## config.mk

```make
export PLATFORM = sky130hd
export DESIGN_NAME = gpio_group_irq_ctrl
export DESIGN_NICKNAME = d
export VERILOG_FILES = /design/src/rtl/gpio_gic_pkg.sv /design/src/rtl/gpio_gic_pin.sv /design/src/rtl/gpio_gic_summary.sv /design/src/rtl/gpio_gic_deliver.sv /design/src/rtl/gpio_group_irq_ctrl.sv
export SDC_FILE = /design/constraint.sdc
export NUM_CORES = 2
export LEC_CHECK = 0
export ABC_AREA = 1
export BUFFER_PORTS_ARGS = -buffer_cell sky130_fd_sc_hd__buf_2
export CAP_MARGIN = 15
export CORE_MARGIN = 5
export CORE_UTILIZATION = 55
export CTS_CLUSTER_DIAMETER = 200
export CTS_CLUSTER_SIZE = 14
export DETAILED_ROUTE_END_ITERATION = 10
export PLACE_DENSITY = 0.8
export SLEW_MARGIN = 20
export SYNTH_ARGS = -nofsm -noshare
export SYNTH_HDL_FRONTEND = slang
export SYNTH_SLANG_ARGS = --single-unit
```

## constraint.sdc

```tcl
create_clock -name clk -period 2.14 [get_ports clk]
set_clock_uncertainty 0.2 [all_clocks]
set_input_delay 0.107 -clock clk [delete_from_list [all_inputs] [get_ports clk]]
set_output_delay 0.107 -clock clk [all_outputs]
set_load 0.05 [all_outputs]
```

## src/rtl/gpio_gic_pkg.sv

```systemverilog
`timescale 1ns/1ps
package gpio_gic_pkg;

  localparam int REG_W = 32;

  // field positions inside a pin register
  localparam int B_LVL = 0;
  localparam int B_POL = 1;
  localparam int B_EN  = 3;
  localparam int B_UNM = 4;
  localparam int B_STS = 8;
  localparam int B_PIN = 9;

  typedef enum logic [1:0] {
    POL_LOW  = 2'b00,
    POL_HIGH = 2'b01,
    POL_BOTH = 2'b10,
    POL_RSVD = 2'b11
  } pol_e;

  typedef struct packed {
    logic lvl;
    pol_e pol;
    logic en;
    logic unm;
  } pin_cfg_t;

  // event detector shared by every pin cell
  function automatic logic pin_event(input pin_cfg_t c, input logic cur, input logic prev);
    logic hit;
    hit = 1'b0;
    if (c.lvl) begin
      case (c.pol)
        POL_LOW:  hit = ~cur;
        POL_HIGH: hit = cur;
        default:  hit = 1'b0;
      endcase
    end else begin
      case (c.pol)
        POL_LOW:  hit = prev & ~cur;
        POL_HIGH: hit = ~prev & cur;
        POL_BOTH: hit = prev ^ cur;
        default:  hit = 1'b0;
      endcase
    end
    return hit;
  endfunction

  // bits 4:0 of a write word to a configuration record
  function automatic pin_cfg_t cfg_from_bits(input logic [4:0] b);
    pin_cfg_t c;
    c.lvl = b[B_LVL];
    c.pol = pol_e'(b[B_POL +: 2]);
    c.en  = b[B_EN];
    c.unm = b[B_UNM];
    return c;
  endfunction

  // configuration record plus flags back to a readable word
  function automatic logic [REG_W-1:0] pack_word(input pin_cfg_t c, input logic sts, input logic lvl_now);
    logic [REG_W-1:0] w;
    w = '0;
    w[B_LVL]      = c.lvl;
    w[B_POL +: 2] = c.pol;
    w[B_EN]       = c.en;
    w[B_UNM]      = c.unm;
    w[B_STS]      = sts;
    w[B_PIN]      = lvl_now;
    return w;
  endfunction

  // last pin index covered by group g
  function automatic int grp_hi(input int g, input int per, input int npins);
    int hi;
    hi = g * per + per - 1;
    if (hi > npins - 1) hi = npins - 1;
    return hi;
  endfunction

endpackage

```

## src/rtl/gpio_gic_pin.sv

```systemverilog
`timescale 1ns/1ps
module gpio_gic_pin
  import gpio_gic_pkg::*;
(
  input  logic             clk,
  input  logic             rst_n,
  input  logic             pin_i,
  input  logic             wr_i,
  input  logic [REG_W-1:0] wdata_i,
  output logic [REG_W-1:0] word_o,
  output logic             pend_o,
  output logic             unm_o,
  output logic             en_o,
  output logic             clr_o
);

  pin_cfg_t cfg_q;
  logic     sts_q;
  logic     prev_q;
  logic     evt;

  logic wbits_unused;
  assign wbits_unused = ^{wdata_i[REG_W-1:B_PIN], wdata_i[B_STS-1:B_UNM+1]};

  assign evt   = pin_event(cfg_q, pin_i, prev_q);
  assign clr_o = wr_i & wdata_i[B_STS];

  always_ff @(posedge clk or negedge rst_n) begin
    if (!rst_n) begin
      cfg_q  <= '0;
      sts_q  <= 1'b0;
      prev_q <= 1'b0;
    end else begin
      prev_q <= pin_i;
      sts_q  <= (sts_q & ~clr_o) | (cfg_q.en & evt);
      if (wr_i) cfg_q <= cfg_from_bits(wdata_i[B_UNM:B_LVL]);
    end
  end

  assign word_o = pack_word(cfg_q, sts_q, pin_i);
  assign pend_o = sts_q;
  assign unm_o  = cfg_q.unm;
  assign en_o   = cfg_q.en;

endmodule

```

## src/rtl/gpio_gic_summary.sv

```systemverilog
`timescale 1ns/1ps
module gpio_gic_summary
  import gpio_gic_pkg::*;
#(
  parameter int NUM_PINS       = 184,
  parameter int PINS_PER_GROUP = 4,
  parameter int SUM_W          = 64
) (
  input  logic [NUM_PINS-1:0] pend_i,
  output logic [SUM_W-1:0]    sum_o
);

  localparam int NUM_GROUPS = (NUM_PINS + PINS_PER_GROUP - 1) / PINS_PER_GROUP;

  for (genvar g = 0; g < SUM_W; g++) begin : g_sum
    if (g < NUM_GROUPS) begin : g_live
      localparam int LO = g * PINS_PER_GROUP;
      localparam int HI = grp_hi(g, PINS_PER_GROUP, NUM_PINS);
      assign sum_o[g] = |pend_i[HI:LO];
    end else begin : g_pad
      assign sum_o[g] = 1'b0;
    end
  end

endmodule

```

## src/rtl/gpio_gic_deliver.sv

```systemverilog
`timescale 1ns/1ps
module gpio_gic_deliver #(
  parameter int NUM_PINS = 184
) (
  input  logic                clk,
  input  logic                rst_n,
  input  logic [NUM_PINS-1:0] pend_i,
  input  logic [NUM_PINS-1:0] unm_i,
  input  logic                eoi_i,
  output logic                any_o,
  output logic                irq_o
);

  logic irq_q;

  assign any_o = |(pend_i & unm_i);

  always_ff @(posedge clk or negedge rst_n) begin
    if (!rst_n)     irq_q <= 1'b0;
    else if (eoi_i) irq_q <= 1'b0;
    else            irq_q <= irq_q | any_o;
  end

  assign irq_o = irq_q;

endmodule

```

## src/rtl/gpio_group_irq_ctrl.sv

```systemverilog
`timescale 1ns/1ps
module gpio_group_irq_ctrl
  import gpio_gic_pkg::*;
#(
  parameter int NUM_PINS       = 184,
  parameter int PINS_PER_GROUP = 4,
  parameter int ADDR_W         = 10,
  parameter int SUM_BASE       = 768
) (
  input  logic                clk,
  input  logic                rst_n,
  input  logic [NUM_PINS-1:0] pin_in,
  input  logic                wr_en,
  input  logic                rd_en,
  input  logic [ADDR_W-1:0]   addr,
  input  logic [REG_W-1:0]    wdata,
  output logic [REG_W-1:0]    rdata,
  output logic                irq_out
);

  localparam int WIDX_W    = ADDR_W - 2;
  localparam int PIN_IDX_W = $clog2(NUM_PINS);
  localparam int SUM_W     = 64;
  localparam int SUM0_IDX  = SUM_BASE / 4;
  localparam int SUM1_IDX  = SUM0_IDX + 1;
  localparam int MSTR_IDX  = SUM0_IDX + 2;
  localparam int EOI_BIT   = 0;

  logic [WIDX_W-1:0] word_idx;
  logic              aligned;
  logic              pin_hit;
  logic              sum0_hit;
  logic              sum1_hit;
  logic              mstr_hit;
  logic              eoi_hit;
  logic              any_unm;

  logic [REG_W-1:0]    pin_word [NUM_PINS];
  logic [NUM_PINS-1:0] pend_vec;
  logic [NUM_PINS-1:0] unm_vec;
  logic [NUM_PINS-1:0] en_vec;
  logic [NUM_PINS-1:0] clr_vec;
  logic [SUM_W-1:0]    sum_vec;
  logic [REG_W-1:0]    rd_word;
  logic [REG_W-1:0]    rdata_q;

  assign word_idx = addr[ADDR_W-1:2];
  assign aligned  = (addr[1:0] == 2'b00);
  assign pin_hit  = aligned && (word_idx < WIDX_W'(NUM_PINS));
  assign sum0_hit = aligned && (word_idx == WIDX_W'(SUM0_IDX));
  assign sum1_hit = aligned && (word_idx == WIDX_W'(SUM1_IDX));
  assign mstr_hit = aligned && (word_idx == WIDX_W'(MSTR_IDX));
  assign eoi_hit  = wr_en && mstr_hit && wdata[EOI_BIT];

  for (genvar p = 0; p < NUM_PINS; p++) begin : g_pin
    logic wr_sel;
    assign wr_sel = wr_en && aligned && (word_idx == WIDX_W'(p));
    gpio_gic_pin u_pin (
      .clk     (clk),
      .rst_n   (rst_n),
      .pin_i   (pin_in[p]),
      .wr_i    (wr_sel),
      .wdata_i (wdata),
      .word_o  (pin_word[p]),
      .pend_o  (pend_vec[p]),
      .unm_o   (unm_vec[p]),
      .en_o    (en_vec[p]),
      .clr_o   (clr_vec[p])
    );
  end

  gpio_gic_summary #(
    .NUM_PINS       (NUM_PINS),
    .PINS_PER_GROUP (PINS_PER_GROUP),
    .SUM_W          (SUM_W)
  ) u_sum (
    .pend_i (pend_vec),
    .sum_o  (sum_vec)
  );

  gpio_gic_deliver #(
    .NUM_PINS (NUM_PINS)
  ) u_dlv (
    .clk    (clk),
    .rst_n  (rst_n),
    .pend_i (pend_vec),
    .unm_i  (unm_vec),
    .eoi_i  (eoi_hit),
    .any_o  (any_unm),
    .irq_o  (irq_out)
  );

  always_comb begin
    rd_word = '0;
    if (pin_hit)       rd_word = pin_word[word_idx[PIN_IDX_W-1:0]];
    else if (sum0_hit) rd_word = sum_vec[REG_W-1:0];
    else if (sum1_hit) rd_word = sum_vec[SUM_W-1:REG_W];
  end

  always_ff @(posedge clk or negedge rst_n) begin
    if (!rst_n)     rdata_q <= '0;
    else if (rd_en) rdata_q <= rd_word;
  end

  assign rdata = rdata_q;

endmodule

```

==> flow_metrics.tcl <==
set metrics [dict create \
    grt_usage 0.419 \
    drcViolationCount 0 \
    syn_nets 10865 \
    violations "negative setup slack" \
    critPathLaunch "g_pin[78].u_pin.unm_o" \
    worstHoldPathCells 7 \
    numPlacedInstances 12703 \
    setup_slack_ns -0.0881 \
    r2r-start "g_pin[78].u_pin.unm_o" \
    insertion_delay_ns 0.76 \
    cts_sinks 1321 \
    drt_wl_total_um 306000 \
    core_mm2 0.135 \
    p_int_uw 37600 \
    seqPwrFrac 0.505 \
    clock-root-buffer "clkbuf_16" \
    wire_per_inst_um 23.1 \
    die-area_mm2 0.144 \
    grt_first_pass_wirelength_um 459000 \
    grtUsageMet1 0.545 \
    dpl_cell_area_mm2 0.0849 \
    cts_tree "built" \
    comb_power_share 0.152 \
    start_util 0.553 \
    tightest_slew_ns 0.822 \
    switchingPower_uw 15400 \
    r2r_cells 13 \
    ant_nets 0 \
    crit_chain "nand2_2, buf_12, nand2_4, a221oi_4, buf_6, nand4_1, nor2_2, buf_6, nand2_4, nor2_2, nand3_1, nand2_1, inv_1" \
    hold_ws_ns 0.0820 \
    dr.pass1.iters 9 \
    grt_start_max_net_pins 129 \
    ios 263 \
    antenna_found_initial 26 \
    r2r_setup_slack_ns -0.09 \
    first_iter_violations 10807 \
    yosys_register_bits 1321 \
    netlist_area_mm2 0.0749 \
    die_h_um 379 \
    cts_buffers 104 \
    pre_cts_ws_ns -0.528 \
    die_w_um 379 \
    h-tree-depth 3 \
    clkTransAtPathRegs_ns 0.07 \
    netlist_instances 10267 \
    drive_gt1_frac 0.132 \
    cp_max_fo 2 \
    end_kind "register" \
    gp_congestion 1.06 \
    cts_buffer_depth 3 \
    syn_area_per_cell_um2 7.29 \
    stdcell_count 13241 \
    hold_class "in2reg" \
    use_met3 0.116 \
    final-hold-violation-count 0 \
    switching_share 0.291 \
    setup_viol 2 \
    grt_pass1_vias 77077 \
    rows 135 \
    fin_area_mm2 0.0921 \
    crit_required_ns 2.58 \
    leakage_uw 0.0455 \
    grt_setup_unrepaired "yes" \
    met2_usage 0.633 \
    peakVddDrop_uv 783 \
    min_to "g_pin[179].u_pin.unm_o" \
    netlist-cell-type-count 39 \
    dr_total_vias 79872 \
    busiest_layer "met2" \
    cpPeakStageDelay_ns 0.40 \
    overflow 0 \
    vias_per_cell 6.03 \
    slowest_stage "dfrtp_1" \
    r2r_end "u_dlv.irq_o" \
    post-route-period-util 1.04 \
    hpwl_um 218000 \
    ys_warn_count 0 \
    clock.fmax_mhz 449 \
    min-delay-start "addr[6]" \
    crit_type "reg2reg" \
    status "complete, but fails checks" \
    maxCapViolCount 0 \
    area_delta_synth_final_pct 23.0 \
    power_density_mw_per_mm2 575 \
    final_nets 12030 \
    yosysSeqAreaShare 0.441 \
    crit_arrival_ns 2.67 \
    slew_violations 0 \
    maxSlewHeadroom 0.452 \
    fin_crit_ns 2.23 \
    place.port_buffers 236 \
    clock_power_share 0.343 \
    start_kind "register" \
]
==> cell type report <==
| cell class | count | area [µm²] |
|---|---|---|
| Timing Repair Buffer | 1618 | 14300 |
| Clock inverter | 4 | 37.5 |
| Fill cell | 10873 | 43400 |
| Inverter | 767 | 2920 |
| Multi-Input combinational cell | 7620 | 36800 |
| Antenna cell | 23 | 57.6 |
| Sequential cell | 1321 | 33100 |
| Tap cell | 1781 | 2230 |
| Clock buffer | 107 | 2680 |
==> synth_stat cells, drive strengths merged <==
cell    number  area share
a21boi      24      0.0024
a21oi      343       0.023
a221oi      27      0.0032
a22o        15      0.0018
a22oi       35      0.0035
a31oi        1    0.000084
a32o         7     0.00094
buf        271       0.019
clkbuf     288       0.014
clkinv       1    0.000050
dfrtp     1321        0.44
ha         368       0.061
inv        766       0.038
nand2     3964        0.20
nand3      172       0.011
nand4       41      0.0034
nor2       481       0.025
nor3        65      0.0059
nor4       114      0.0095
nor4b       37      0.0043
o211ai      39      0.0039
o21a         1     0.00010
o21ai     1831        0.12
o22ai        6     0.00050
o311ai      17      0.0020
o41ai        5     0.00058
or4          1     0.00010
xnor2       26      0.0030
==> repair_timing <==
item | in CTS | in global routing
setup buffers | 2 | 14
gates resized for setup | 42 | 99
setup endpoints to repair | 6 | 16
pin swaps | 6 | 33
hold endpoints to repair | 2505 | 0
hold buffers | 389 | 0
==> logic make-up (layout without fill, tap and decap cells) <==
| logic type | Yosys count | in the layout | synth area share |
|---|---|---|---|
| buffers and inverters | 1326 | 2496 | 0.0714 |
| AOI/OAI and AO/OA | 2351 | 2351 | 0.164 |
| other | 0 | 23 | 0 |
| and+or+nand+nor | 4875 | 4875 | 0.258 |
| DFF | 1321 | 1321 | 0.441 |
| adders and majority gates | 368 | 368 | 0.0615 |
| xor gates and xnor gates | 26 | 26 | 0.00304 |
==> sequential cells by signal (all words and copies together), names as in the netlist <==
signal / cells
rdata: 32
g_pin.u_pin.prev_q: 184
g_pin.u_pin.en_o: 184
g_pin.u_pin.pend_o: 184
u_dlv.irq_o: 1
g_pin.u_pin.unm_o: 184
g_pin.u_pin.word_o: 552
==> worst max-delay path by stage <==
stage	end	cells after the start
5_1_grt	rdata[3]	16
2_1_floorplan	rdata[3]	15
3_3_place_gp	rdata[2]	15
3_5_place_dp	rdata[0]	17
6_report	u_dlv.irq_o	13
4_1_cts	u_dlv.irq_o	13
==> per-layer routing <==
metal	wire, µm	share of wire	vias up
met5	68	0.00022	-
met4	20600	0.067	10
met3	40500	0.13	1190
met2	132000	0.43	5387
met1	113000	0.37	37759
li1	-	-	35526
==> metrics by stage <==
step,total power [µW],setup TNS [ns],util
5_1_grt,54500,-0.202,0.680
6_report,53000,-0.164,0.680
3_3_place_gp,33900,-89.71,0.627
2_1_floorplan,29900,0,-
3_5_place_dp,34200,-127.59,0.627
4_1_cts,52500,-0.0465,0.677
==> power by group through the flow <==
stage          Sequential (µW)  Combinational (µW)  Clock (µW)
2_1_floorplan            26800                3050           0
3_3_place_gp             27100                6830           0
3_5_place_dp             27100                7050           0
4_1_cts                  26700                7720       18200
5_1_grt                  26800                8610       19100
6_report                 26700                8070       18200
==> critical path, delay by kind of cell (launching register included) <==
kind / cells / cell delay, ns
flip-flops: 1 / 0.40
AND/OR/NAND/NOR: 8 / 0.81
buffers and inverters: 4 / 0.47
AO/OA/AOI/OAI: 1 / 0.22
==> layout by cell type, fill, tap and decap left out, drive strengths merged <==
master and count:
dfrtp 1321, nand2 3964, a21boi 24, nor4 114, o21ai 1831, or4 1, a32o 7, o41ai 5
o211ai 39, clkinv 2, nand3 172, a31oi 1, ha 368, a21oi 343, inv 769, buf 1229
nor3 65, a22o 15, nand4 41, a22oi 35, o21a 1, clkbuf 108, diode 23, nor4b 37
dlygate4sd3 388, o22ai 6, xnor2 26, o311ai 17, nor2 481, a221oi 27
(Power assumes the default switching activity.)
